--- src/rtl/extbus_waitgen.sv ---
module extbus_waitgen #(
  parameter int SW = 3
) (
  input  logic                 clk,
  input  logic                 rst_n,
  input  logic                 core_req,
  input  logic                 core_we,
  input  logic                 core_cfg,
  input  logic [SW-1:0]        core_slot,
  input  logic [2*(1<<SW)-1:0] core_wdata,
  output logic                 core_ready,
  output logic [2*(1<<SW)-1:0] core_rdata,
  output logic                 per_strobe,
  output logic                 per_we,
  output logic [SW-1:0]        per_slot,
  output logic [2*(1<<SW)-1:0] per_wdata,
  input  logic [2*(1<<SW)-1:0] per_rdata,
  input  logic                 ext_wait,
  output logic                 user_out_en
);
  localparam int NSLOT  = 1 << SW;
  localparam int DW     = 2 * NSLOT;
  localparam int WENBIT = DW - 2;
  localparam int UOBIT  = DW - 1;
  localparam logic [SW-1:0] INTSLOT = SW'(NSLOT - 1);

  logic [DW-1:0] ctrl;
  logic          held;
  logic          need_ws, stretch;

  assign need_ws     = !core_cfg && core_slot != INTSLOT && ctrl[{core_slot, 1'b1}];
  assign stretch     = ctrl[WENBIT] && ext_wait;
  assign core_ready  = core_req && (!need_ws || (held && !stretch));
  assign per_strobe  = core_req && !core_cfg;
  assign per_we      = core_we;
  assign per_slot    = core_slot;
  assign per_wdata   = core_wdata;
  assign user_out_en = ctrl[UOBIT];

  always_ff @(posedge clk or negedge rst_n) begin
    if (!rst_n) begin
      ctrl       <= '0;
      held       <= 1'b0;
      core_rdata <= '0;
    end else begin
      held <= core_req && !core_ready;
      if (core_req && core_ready) begin
        if (core_we && core_cfg) ctrl <= core_wdata;
        if (!core_we) core_rdata <= core_cfg ? ctrl : per_rdata;
      end
    end
  end


  int_slot_nostall_chk: assert property (@(posedge clk) disable iff (!rst_n)
    (core_req && !core_cfg && core_slot == INTSLOT) |-> core_ready);

  ready_needs_req_chk: assert property (@(posedge clk) disable iff (!rst_n)
    core_ready |-> core_req);

  single_ws_chk: assert property (@(posedge clk) disable iff (!rst_n)
    (held && core_req && !ctrl[WENBIT]) |-> core_ready);

  cfg_load_chk: assert property (@(posedge clk) disable iff (!rst_n)
    (core_req && core_ready && core_cfg && core_we) |=> ctrl == $past(core_wdata));

  rdata_cap_chk: assert property (@(posedge clk) disable iff (!rst_n)
    (core_req && core_ready && !core_cfg && !core_we) |=> core_rdata == $past(per_rdata));

  strobe_cfg_chk: assert property (@(posedge clk) disable iff (!rst_n)
    core_cfg |-> !per_strobe);
endmodule

--- config.mk ---
export PLATFORM = sky130hd
export DESIGN_NAME = extbus_waitgen
export DESIGN_NICKNAME = d
export VERILOG_FILES = /design/src/rtl/extbus_waitgen.sv
export SDC_FILE = /design/constraint.sdc
export NUM_CORES = 1
export LEC_CHECK = 0
export ABC_CLOCK_PERIOD_IN_PS = 6000
export BUFFER_PORTS_ARGS = -buffer_cell sky130_fd_sc_hd__buf_4
export CORE_UTILIZATION = 45
export CTS_CLUSTER_DIAMETER = 200
export DETAILED_ROUTE_END_ITERATION = 16
export HOLD_SLACK_MARGIN = 0.03
export PLACE_DENSITY_LB_ADDON = 0.05
export SLEW_MARGIN = 20
export SYNTH_ARGS = -nofsm -noshare
export SYNTH_HDL_FRONTEND = slang
export SYNTH_SLANG_ARGS = --single-unit
--- constraint.sdc ---
create_clock -name clk -period 6 [get_ports clk]
set_input_delay 0.6 -clock clk [delete_from_list [all_inputs] [get_ports clk]]
set_output_delay 0.6 -clock clk [all_outputs]
set_load 0.03 [all_outputs]
==> impl_results.md, run 1 <==
* Run status: complete, no violations
* Placeable core area at 3440 um^2
* Maximum fanout along the worst path at 16
* Number of design rule violations left after detail routing at 0
* Die X-Extent at 62.7 um
* Post-synthesis simple-gate area fraction at 2.04%
* Average wire length per cell after detail routing at 14.1 um
* Antenna violations before repair at 0
* Combinational family with the most area after synthesis: multiplexers
* Number of sinks on the clock net at 33
* DP Wirelength at 2380 um
* Clock network latency to the later pin of the worst-skew pair at 0.28 ns
* GRT overflow at 0
* Fraction of final layout cells sized beyond drive strength 1 at 75.8%
* DIE AREA at 3930 um^2
* Final Total Pwr at 0.750 mW
* Max stage delay cell, worst path: sky130_fd_sc_hd__a311oi_4
* Final period utilization at 41.4%
* Syn Nets at 160
* Layout Skew at 0.00246 ns
* Worst setup EP type: register
* Crit start category: input port
* Power density over the cells at 336 nW/um^2
* Sum of routed wire length over all layers at 3210 um
* GPL Wtd Cong at 0.739
* Die extent in y at 62.7 um
* Number of global-route vias before repair at 1064
* Worst-case headroom to the max-slew limit at 36.4%
* Number of storage elements in the synthesis netlist at 33
* Final setup fails at 0
* Number of cells produced by synthesis at 119
* Crit Path Class: in -> reg
* Clk Tree Root Cell: sky130_fd_sc_hd__clkbuf_8
* Initial detailed-routing violation count at 15
* Data required time of the worst path at 6.16 ns
* Cells taking the most area after synthesis: sky130_fd_sc_hd__dfrtp_1, sky130_fd_sc_hd__mux2_2, sky130_fd_sc_hd__buf_4
* Number of nets with antenna violations after detailed routing at 0
* Hold Path Class: in -> async
* Number of nets in the layout at 222
* Register cell area after layout at 826 um^2
* Total number of placement rows at 21
* Fmax at 0.403 GHz
* Cell Area, Synth at 1660 um^2
* Worst Path Arrival at 2.64 ns
* Global router's overall resource usage at 17.1%
* Synth warnings at 0
* Mean Syn Cell Area at 13.9 um^2
* Vias per Instance at 4.88
* Multi-input logic area at 653 um^2
* Largest stage delay on the critical path at 0.77 ns
* RSZ-0062 raised after global routing: false
* Clock-pin slew on the worst setup and hold paths at 0.06 ns
* Inserted Clock Buffers at 5
* I/O pin cnt at 80
* DP Area at 2130 um^2
* Parity-gate share of the synthesized area counting xor and xnor cells at 0%
* Post-cts sizing count at 0
* Filler cell count at 267
* Via Count at 1113
* Final count of hold timing violations at 0
* Transition time of the tightest slew-check pin at 0.954 ns
* Unique cell type count in the Yosys netlist at 16
* Layout-stage area growth over the synthesis result at 35.0%
* Bufs on Longest Clock Path at 2
* Share of the synthesized area in compound gates (AO/OA/AOI/OAI) at 2.80%
* Cell leakage power at 1.06 nW
* Number of pins exceeding their max-slew limit in the final report at 0
* Clock tree from TritonCTS: done
* Fin cells at 228
* Yosys top cell area share at 49.9%
* Setup Buffers After CTS at 0
* First-pass GRT wire length at 5050 um
* Adder-cell area share of the yosys netlist at 0%
* Maximum ir drop on the vdd rail at 194 uV
* Number of hold buffers added after CTS at 0
* Minimum clock period after layout at 2.48 ns
* Placed instance count at 220
* Top delay family on crit path: multiplexers
* Part of the Yosys area used for sequential elements at 49.9%
* Ordered cell list for the critical path: buf_4 > mux4_2 > or2_4 > a311oi_4 > mux2_2
* Count of max-cap constraint violations at 0
* Total inserted antenna cells at 0
* Port bufs at 79
* Starting density of the core at 48.1%
* Largest net degree at the start of global routing at 34
* Number of detailed-route iterations in the first pass at 4
* Multiplexer share of the synthesized area at 34.6%
* Final TNS setup at 0 ns
* Bufs and invs on worst path at 1
* H-tree lvl count at 2
* Post-layout instance area at 2230 um^2
* Dominant cell type by area after synthesis: sky130_fd_sc_hd__dfrtp_1
routing by layer:
metal	track usage, %	vias up	part of all wire, %
met5	0	-	0
met1	20.8	534	41
met2	27.7	50	49
li1	-	527	-
met3	7.48	2	8.6
met4	4.36	0	0.65
where the power goes:
group / total, mW / switching, mW / internal, mW
Combinational: 0.266 / 0.139 / 0.128
Clock: 0.179 / 0.0753 / 0.104
Sequential: 0.305 / 0.0293 / 0.276
final timing paths:
check | start | to | slack, ns | cells after the start
min in group clk | ctrl[6] | ctrl[6] | 0.51 | 1
min reg2reg | ctrl[6] | ctrl[6] | 0.51 | 1
min | rst_n | core_rdata[15] | 0.25 | 1
max in group asynchronous | rst_n | core_rdata[5] | 5.45 | 1
max reg2reg | ctrl[11] | core_rdata[8] | 3.57 | 4
max | core_slot[0] | core_rdata[8] | 3.52 | 5
through the flow:
step / hold slack [ns] / utilization, % / worst slack, ns
after floorplan: 0.304 / - / 3.57
after global placement: 0.482 / 62.0 / 3.27
after detailed placement: 0.493 / 62.0 / 3.20
after CTS: 0.260 / 64.9 / 3.51
after global routing: 0.267 / 64.9 / 3.45
final: 0.249 / 64.9 / 3.52
cell usage after synthesis, drive strengths merged:
| master | number |
|---|---|
| mux2i | 1 |
| a31oi | 1 |
| nand2 | 2 |
| a311oi | 1 |
| inv | 1 |
| or2 | 1 |
| buf | 21 |
| nor2 | 2 |
| o221ai | 1 |
| a21oi | 1 |
| nand3 | 2 |
| mux2 | 48 |
| clkbuf | 3 |
| dfrtp | 33 |
| mux4 | 1 |
kinds of logic (layout without fill, tap and decap cells):
family	after synthesis	count (layout)
flops	33	33
buf+inv	25	88
simple gates	7	7
mux	50	50
compound gates	4	4
sequential cells by signal (all words and copies together), names as in the netlist:
register    count
ctrl           16
core_rdata     16
held            1
worst reg2reg max path: stages, from the launching register on:
cell and delay, ns:
sky130_fd_sc_hd__dfrtp_1 0.39, sky130_fd_sc_hd__mux4_2 0.46, sky130_fd_sc_hd__or2_4 0.26, sky130_fd_sc_hd__a311oi_4 0.77, sky130_fd_sc_hd__mux2_2 0.43
cell type report:
cell class	instances	area share [%]
Timing Repair Buffer	79	26.5
Tap cell	46	2.58
Inverter	1	0.168
Sequential cell	33	37.0
Clock inverter	1	0.224
Clock buffer	7	4.31
Multi-Input combinational cell	61	29.2
cells in the final DEF (no fill, tap or decap):
cell type                  netlist  final
sky130_fd_sc_hd__a311oi_4        1      1
sky130_fd_sc_hd__a31oi_1         1      1
sky130_fd_sc_hd__buf_4          20     79
sky130_fd_sc_hd__o221ai_1        1      1
sky130_fd_sc_hd__nand3_1         2      2
sky130_fd_sc_hd__mux2_2         48     48
sky130_fd_sc_hd__nor2_1          2      2
sky130_fd_sc_hd__dfrtp_1        33     33
sky130_fd_sc_hd__nand2_1         2      2
sky130_fd_sc_hd__mux2i_1         1      1
sky130_fd_sc_hd__a21oi_1         1      1
sky130_fd_sc_hd__clkbuf_8        0      7
sky130_fd_sc_hd__mux4_2          1      1
sky130_fd_sc_hd__inv_1           1      1
sky130_fd_sc_hd__clkinv_2        0      1
sky130_fd_sc_hd__or2_4           1      1
Power figures use the tool's default switching activity.
==> run 2: changes to the inputs <==
--- a/config.mk
+++ b/config.mk
@@ -5,7 +5,7 @@
 export SDC_FILE = /design/constraint.sdc
 export NUM_CORES = 1
 export LEC_CHECK = 0
-export ABC_CLOCK_PERIOD_IN_PS = 6000
+export ABC_CLOCK_PERIOD_IN_PS = 2600
 export BUFFER_PORTS_ARGS = -buffer_cell sky130_fd_sc_hd__buf_4
 export CORE_UTILIZATION = 45
 export CTS_CLUSTER_DIAMETER = 200
==> constraint.sdc (replaced) <==
create_clock -name clk -period 2.6 [get_ports clk]
set_input_delay 0.26 -clock clk [delete_from_list [all_inputs] [get_ports clk]]
set_output_delay 0.26 -clock clk [all_outputs]
set_load 0.03 [all_outputs]
==> run 2 against run 1 <==
Against the previous run: first-iteration DRC count rose by 100%; largest power group unchanged; worst hold slack worse by 0.024 ns; critical path depth unchanged; routed wire length up 2.1%; sequential cell count is the same; sequential share of layout area rose by 0.062 points; register-to-register slack got worse by 3.1 ns; utilization shrank 0.11 points; global-route usage is 0.67 points higher; setup slack worse by 3.0 ns.
==> impl_results.md, run 2 (synthesized netlist as in run 1, its figures left out) <==
* Run status: complete, no violations
* Largest net degree at the start of global routing at 34
* Most common library cell in the layout ignoring fill and taps: sky130_fd_sc_hd__buf_4
* Sum of routed wire length over all layers at 3280 um
* First-pass GRT wire length at 5320 um
* Initial detailed-routing violation count at 30
* Inserted Clock Buffers at 5
* Final period utilization at 81.3%
* H-tree lvl count at 2
* Top library cells by usage in the layout, fill and taps aside: sky130_fd_sc_hd__buf_4, sky130_fd_sc_hd__mux2_2, sky130_fd_sc_hd__dfrtp_1, sky130_fd_sc_hd__clkbuf_8, sky130_fd_sc_hd__clkbuf_1
* Final setup fails at 0
* Worst-case headroom to the max-slew limit at 44.9%
* Number of nets in the layout at 224
* Number of sinks on the clock net at 33
* Clock tree from TritonCTS: done
* GRT overflow at 0
* Antenna violations before repair at 0
* Register-to-register setup slack at 0.49 ns
* Clock-pin slew on the worst setup and hold paths at 0.06 ns
* Number of detailed-route iterations in the first pass at 4
* Register cell area after layout at 826 um^2
* Data required time of the worst path at 2.76 ns
* Clock network fraction of design power at 20.8%
* Clk Tree Root Cell: sky130_fd_sc_hd__clkbuf_8
* Hold Path Class: in -> reg
* Layout-stage area growth over the synthesis result at 34.8%
* DIE AREA at 3930 um^2
* Sequential fraction of design power at 42.2%
* Fraction of final layout cells sized beyond drive strength 1 at 73.9%
* Crit Path Class: reg -> reg
* Number of global-route vias before repair at 1136
* Final TNS setup at 0 ns
* Transition time of the tightest slew-check pin at 0.825 ns
* Total inserted antenna cells at 0
* Part of the power in combinational logic at 37.0%
* Number of design rule violations left after detail routing at 0
* Fmax at 0.473 GHz
* DP Wirelength at 2490 um
* Maximum ir drop on the vdd rail at 320 uV
* Die extent in y at 62.7 um
* Pre-CTS setup slack at 0.468 ns
* Via Count at 1132
* RSZ-0062 raised after global routing: false
* Worst Path Arrival at 2.27 ns
* Number of nets with antenna violations after detailed routing at 0
* Port bufs at 79
* Net Sw Frac at 32.8%
* Number of pins exceeding their max-slew limit in the final report at 0
* GPL Wtd Cong at 0.724
* Count of max-cap constraint violations at 0
* Minimum clock period after layout at 2.11 ns
* Internal power at 1.12 mW
* Average wire length per cell after detail routing at 14.3 um
* Global router's overall resource usage at 17.8%
* Die X-Extent at 62.7 um
* Total number of placement rows at 21
* Worst setup EP type: register
* Power density over the cells at 749 nW/um^2
* Multi-input logic area at 653 um^2
* Maximum fanout along the worst path at 15
* I/O pin cnt at 80
* Crit start category: register
* Clock network latency to the later pin of the worst-skew pair at 0.27 ns
* Final count of hold timing violations at 0
* Cell leakage power at 1.06 nW
* Minimum setup slack in the final design at 0.487 ns
* Vias per Instance at 4.92
* Layout Skew at 0.00456 ns
* Largest registers: core_rdata: 16 flops, ctrl: 16 flops, held: 1 flops
* Net switching power of the design at 0.547 mW
* Starting density of the core at 48.1%
* Placeable core area at 3440 um^2
* Filler cell count at 268
* Bufs on Longest Clock Path at 2
==> run 2: cell types whose count changed in the layout (fill, tap and decap cells not counted) <==
| cell | before | now |
|---|---|---|
| sky130_fd_sc_hd__clkinv_2 | 1 | 0 |
| sky130_fd_sc_hd__buf_4 | 79 | 80 |
| sky130_fd_sc_hd__clkbuf_8 | 7 | 5 |
| sky130_fd_sc_hd__dlygate4sd3_1 | 0 | 1 |
| sky130_fd_sc_hd__clkbuf_1 | 0 | 3 |
==> run 2: timing repair <==
action	in CTS	in global routing
setup endpoints to repair	0	0
buffers inserted	0	0
hold buffers	1	0
resized for setup	0	0
endpoints found under the hold margin	33	0
==> run 2: power by group through the flow <==
| stage | clock network, mW | logic [mW] | registers (mW) |
|---|---|---|---|
| floorplan | 0 | 0.249 | 0.854 |
| global placement | 0 | 0.611 | 0.710 |
| detailed placement | 0 | 0.623 | 0.716 |
| CTS | 0.362 | 0.624 | 0.706 |
| global route | 0.380 | 0.652 | 0.721 |
| finish | 0.348 | 0.617 | 0.705 |
==> run 2: worst max-delay path, stage by stage (launching register included) <==
cell and delay, ns:
sky130_fd_sc_hd__dfrtp_1 0.39, sky130_fd_sc_hd__mux4_2 0.46, sky130_fd_sc_hd__or2_4 0.26, sky130_fd_sc_hd__a311oi_4 0.23, sky130_fd_sc_hd__buf_4 0.29, sky130_fd_sc_hd__mux2_2 0.36
==> run 2: per-stage QoR <==
step                      total power [mW]  util (%)  hold WS, ns  std cells  cell area, um^2
after detailed placement              1.34      62.2        0.225        221             2140
final                                 1.67      64.8        0.226        230             2230
after floorplan                       1.10         -      -0.0356        119             1660
after global routing                  1.75      64.8        0.219        230             2230
after global placement                1.32      62.2        0.219        221             2140
after CTS                             1.69      64.8        0.222        230             2230
==> run 2: area by class of cell <==
type | instances | share of cell area (%)
tap | 46 | 2.58
sequential | 33 | 37.0
multi-input combinational | 61 | 29.3
timing repair buffer | 81 | 27.4
inverter | 1 | 0.168
clock buffer | 8 | 3.59
==> run 2: path summary, 6_finish.rpt <==
| check | startpoint | depth (start not counted) | endpoint |
|---|---|---|---|
| setup reg to reg | ctrl[11] | 5 | core_rdata[4] |
| min in group asynchronous | rst_n | 2 | ctrl[10] |
| max in group asynchronous | rst_n | 2 | core_rdata[7] |
| setup / recovery | ctrl[11] | 5 | core_rdata[4] |
| hold / removal | core_wdata[13] | 2 | ctrl[13] |
| hold reg to reg | ctrl[10] | 1 | ctrl[10] |
==> run 2: metal layers <==
metal / GRT usage, % / part of all wire (%)
met5: 0 / 0
met4: 6.69 / 1.2
met3: 4.38 / 6.2
met2: 31.3 / 51
met1: 20.8 / 42
==> run 3: changes to the inputs <==
--- a/config.mk
+++ b/config.mk
@@ -5,7 +5,7 @@
 export SDC_FILE = /design/constraint.sdc
 export NUM_CORES = 1
 export LEC_CHECK = 0
-export ABC_CLOCK_PERIOD_IN_PS = 2600
+export ABC_CLOCK_PERIOD_IN_PS = 2200
 export BUFFER_PORTS_ARGS = -buffer_cell sky130_fd_sc_hd__buf_4
 export CORE_UTILIZATION = 45
 export CTS_CLUSTER_DIAMETER = 200
==> constraint.sdc (replaced) <==
create_clock -name clk -period 2.2 [get_ports clk]
set_input_delay 0.22 -clock clk [delete_from_list [all_inputs] [get_ports clk]]
set_output_delay 0.22 -clock clk [all_outputs]
set_load 0.03 [all_outputs]
==> run 3 against run 2 <==
Against the previous run: count of clock-buffer cells in the layout down 1; cell area up 2.3%; final cell count up 0.87%; power up 28%; first-iteration DRC count down 60%; via count up 0.88%.
==> impl_results.md, run 3 (synthesized netlist as in run 1, its figures left out) <==
* Run status: complete, no violations
* Setup Buffers After CTS at 0
* Number of nets in the layout at 226
* Placeable core area at 3440 um^2
* Inserted Clock Buffers at 5
* Layout-stage area growth over the synthesis result at 37.9%
* Number of design rule violations left after detail routing at 0
* Bufs and invs on worst path at 1
* Crit start category: register
* Fraction of final layout cells sized beyond drive strength 1 at 75.3%
* Total number of placement rows at 21
* First-pass GRT wire length at 5330 um
* Post-cts sizing count at 0
* Clock network latency to the later pin of the worst-skew pair at 0.28 ns
* Largest net degree at the start of global routing at 34
* Number of hold buffers added after CTS at 1
* Starting density of the core at 48.1%
* Number of pins exceeding their max-slew limit in the final report at 0
* Bufs on Longest Clock Path at 2
* Via Count at 1142
* Antenna violations before repair at 0
* RSZ-0062 raised after global routing: false
* Sum of routed wire length over all layers at 3370 um
* Number of detailed-route iterations in the first pass at 4
* Register-to-register setup slack at 0.17 ns
* Fmax at 0.493 GHz
* DIE AREA at 3930 um^2
* Cell leakage power at 1.09 nW
* Minimum setup slack in the final design at 0.171 ns
* Data required time of the worst path at 2.36 ns
* Final count of hold timing violations at 0
* I/O pin cnt at 80
* Clk Tree Root Cell: sky130_fd_sc_hd__clkbuf_8
* Number of nets with antenna violations after detailed routing at 0
* Maximum ir drop on the vdd rail at 460 uV
* Number of sinks on the clock net at 33
* Hold Path Class: in -> reg
* GRT overflow at 0
* Final setup fails at 0
* Maximum fanout along the worst path at 9
* Layout Skew at 0.00839 ns
* Most common library cell in the layout ignoring fill and taps: sky130_fd_sc_hd__buf_4
* Number of global-route vias before repair at 1148
* Worst setup EP type: register
* Largest stage delay on the critical path at 0.45 ns
* Top delay family on crit path: multiplexers
* Clock-pin slew on the worst setup and hold paths at 0.07 ns
* Worst Path Arrival at 2.19 ns
* Die X-Extent at 62.7 um
* Average wire length per cell after detail routing at 14.5 um
* Die extent in y at 62.7 um
* Clock tree from TritonCTS: done
* Top library cells by usage in the layout, fill and taps aside: sky130_fd_sc_hd__buf_4, sky130_fd_sc_hd__mux2_2, sky130_fd_sc_hd__dfrtp_1, sky130_fd_sc_hd__clkbuf_8
* Total inserted antenna cells at 0
* Count of max-cap constraint violations at 0
* Port bufs at 79
* DP Wirelength at 2570 um
* Largest registers: core_rdata: 16 flops, ctrl: 16 flops, held: 1 flops
* H-tree lvl count at 2
* Global router's overall resource usage at 18.0%
* Transition time of the tightest slew-check pin at 0.469 ns
* Power density over the cells at 938 nW/um^2
* GPL Wtd Cong at 0.690
* Worst-case headroom to the max-slew limit at 68.7%
* Vias per Instance at 4.92
* Minimum clock period after layout at 2.03 ns
* Max stage delay cell, worst path: sky130_fd_sc_hd__mux4_2
* Crit Path Class: reg -> reg
* Final period utilization at 92.2%
* Final TNS setup at 0 ns
* Initial detailed-routing violation count at 12
* Ordered cell list for the critical path: mux4_2 > or2_4 > a311oi_4 > buf_4 > mux2_2
* Pre-CTS setup slack at 0.155 ns
==> run 3: changes by cell type in the layout (fill, tap and decap cells not counted), sizes merged <==
cell	before	now
buf	80	82
bufinv	0	1
clkbuf	8	7
==> run 3: power by group <==
group          leakage, nW  switching [mW]  internal (mW)
Combinational        0.634           0.381          0.354
Clock               0.0585           0.208          0.369
Sequential           0.393          0.0780          0.752
==> run 3: path summary, 6_finish.rpt <==
| kind | cells after the start | to | start |
|---|---|---|---|
| max | 5 | core_rdata[8] | ctrl[1] |
| max in group asynchronous | 2 | ctrl[11] | rst_n |
| min | 2 | ctrl[10] | core_wdata[10] |
| min reg2reg | 1 | ctrl[12] | ctrl[12] |
| min in group asynchronous | 2 | ctrl[15] | rst_n |
| max reg2reg | 5 | core_rdata[8] | ctrl[1] |
==> run 3: final cells by class <==
cell class / instances / area, um^2
Fill cell: 285 / 1160
Timing Repair Buffer: 83 / 626
Clock inverter: 1 / 30.0
Inverter: 1 / 3.75
Tap cell: 46 / 57.6
Clock buffer: 7 / 86.3
Multi-Input combinational cell: 61 / 653
Sequential cell: 33 / 826
==> run 3: stage by stage <==
stage | instances | hold slack [ns] | area, um^2 | utilization, % | total power [mW]
global placement | 223 | 0.183 | 2160 | 62.6 | 1.56
global route | 232 | 0.169 | 2280 | 66.3 | 2.25
finish | 232 | 0.178 | 2280 | 66.3 | 2.14
CTS | 232 | 0.174 | 2280 | 66.3 | 2.17
floorplan | 119 | -0.0756 | 1660 | - | 1.30
detailed placement | 223 | 0.187 | 2160 | 62.6 | 1.58
==> run 3: per-layer routing <==
layer / track usage (%) / vias to the layer above / part of all wire, %
li1: - / 532 / -
met1: 20.0 / 554 / 39
met2: 31.9 / 52 / 53
met3: 6.20 / 4 / 6.9
met4: 6.10 / 0 / 1.0
met5: 0 / - / 0
==> run 3: worst register-to-register path: stages, from the launching register on <==
cell	delay, ns
sky130_fd_sc_hd__dfrtp_1	0.39
sky130_fd_sc_hd__mux4_2	0.45
sky130_fd_sc_hd__or2_4	0.26
sky130_fd_sc_hd__a311oi_4	0.23
sky130_fd_sc_hd__buf_4	0.23
sky130_fd_sc_hd__mux2_2	0.35
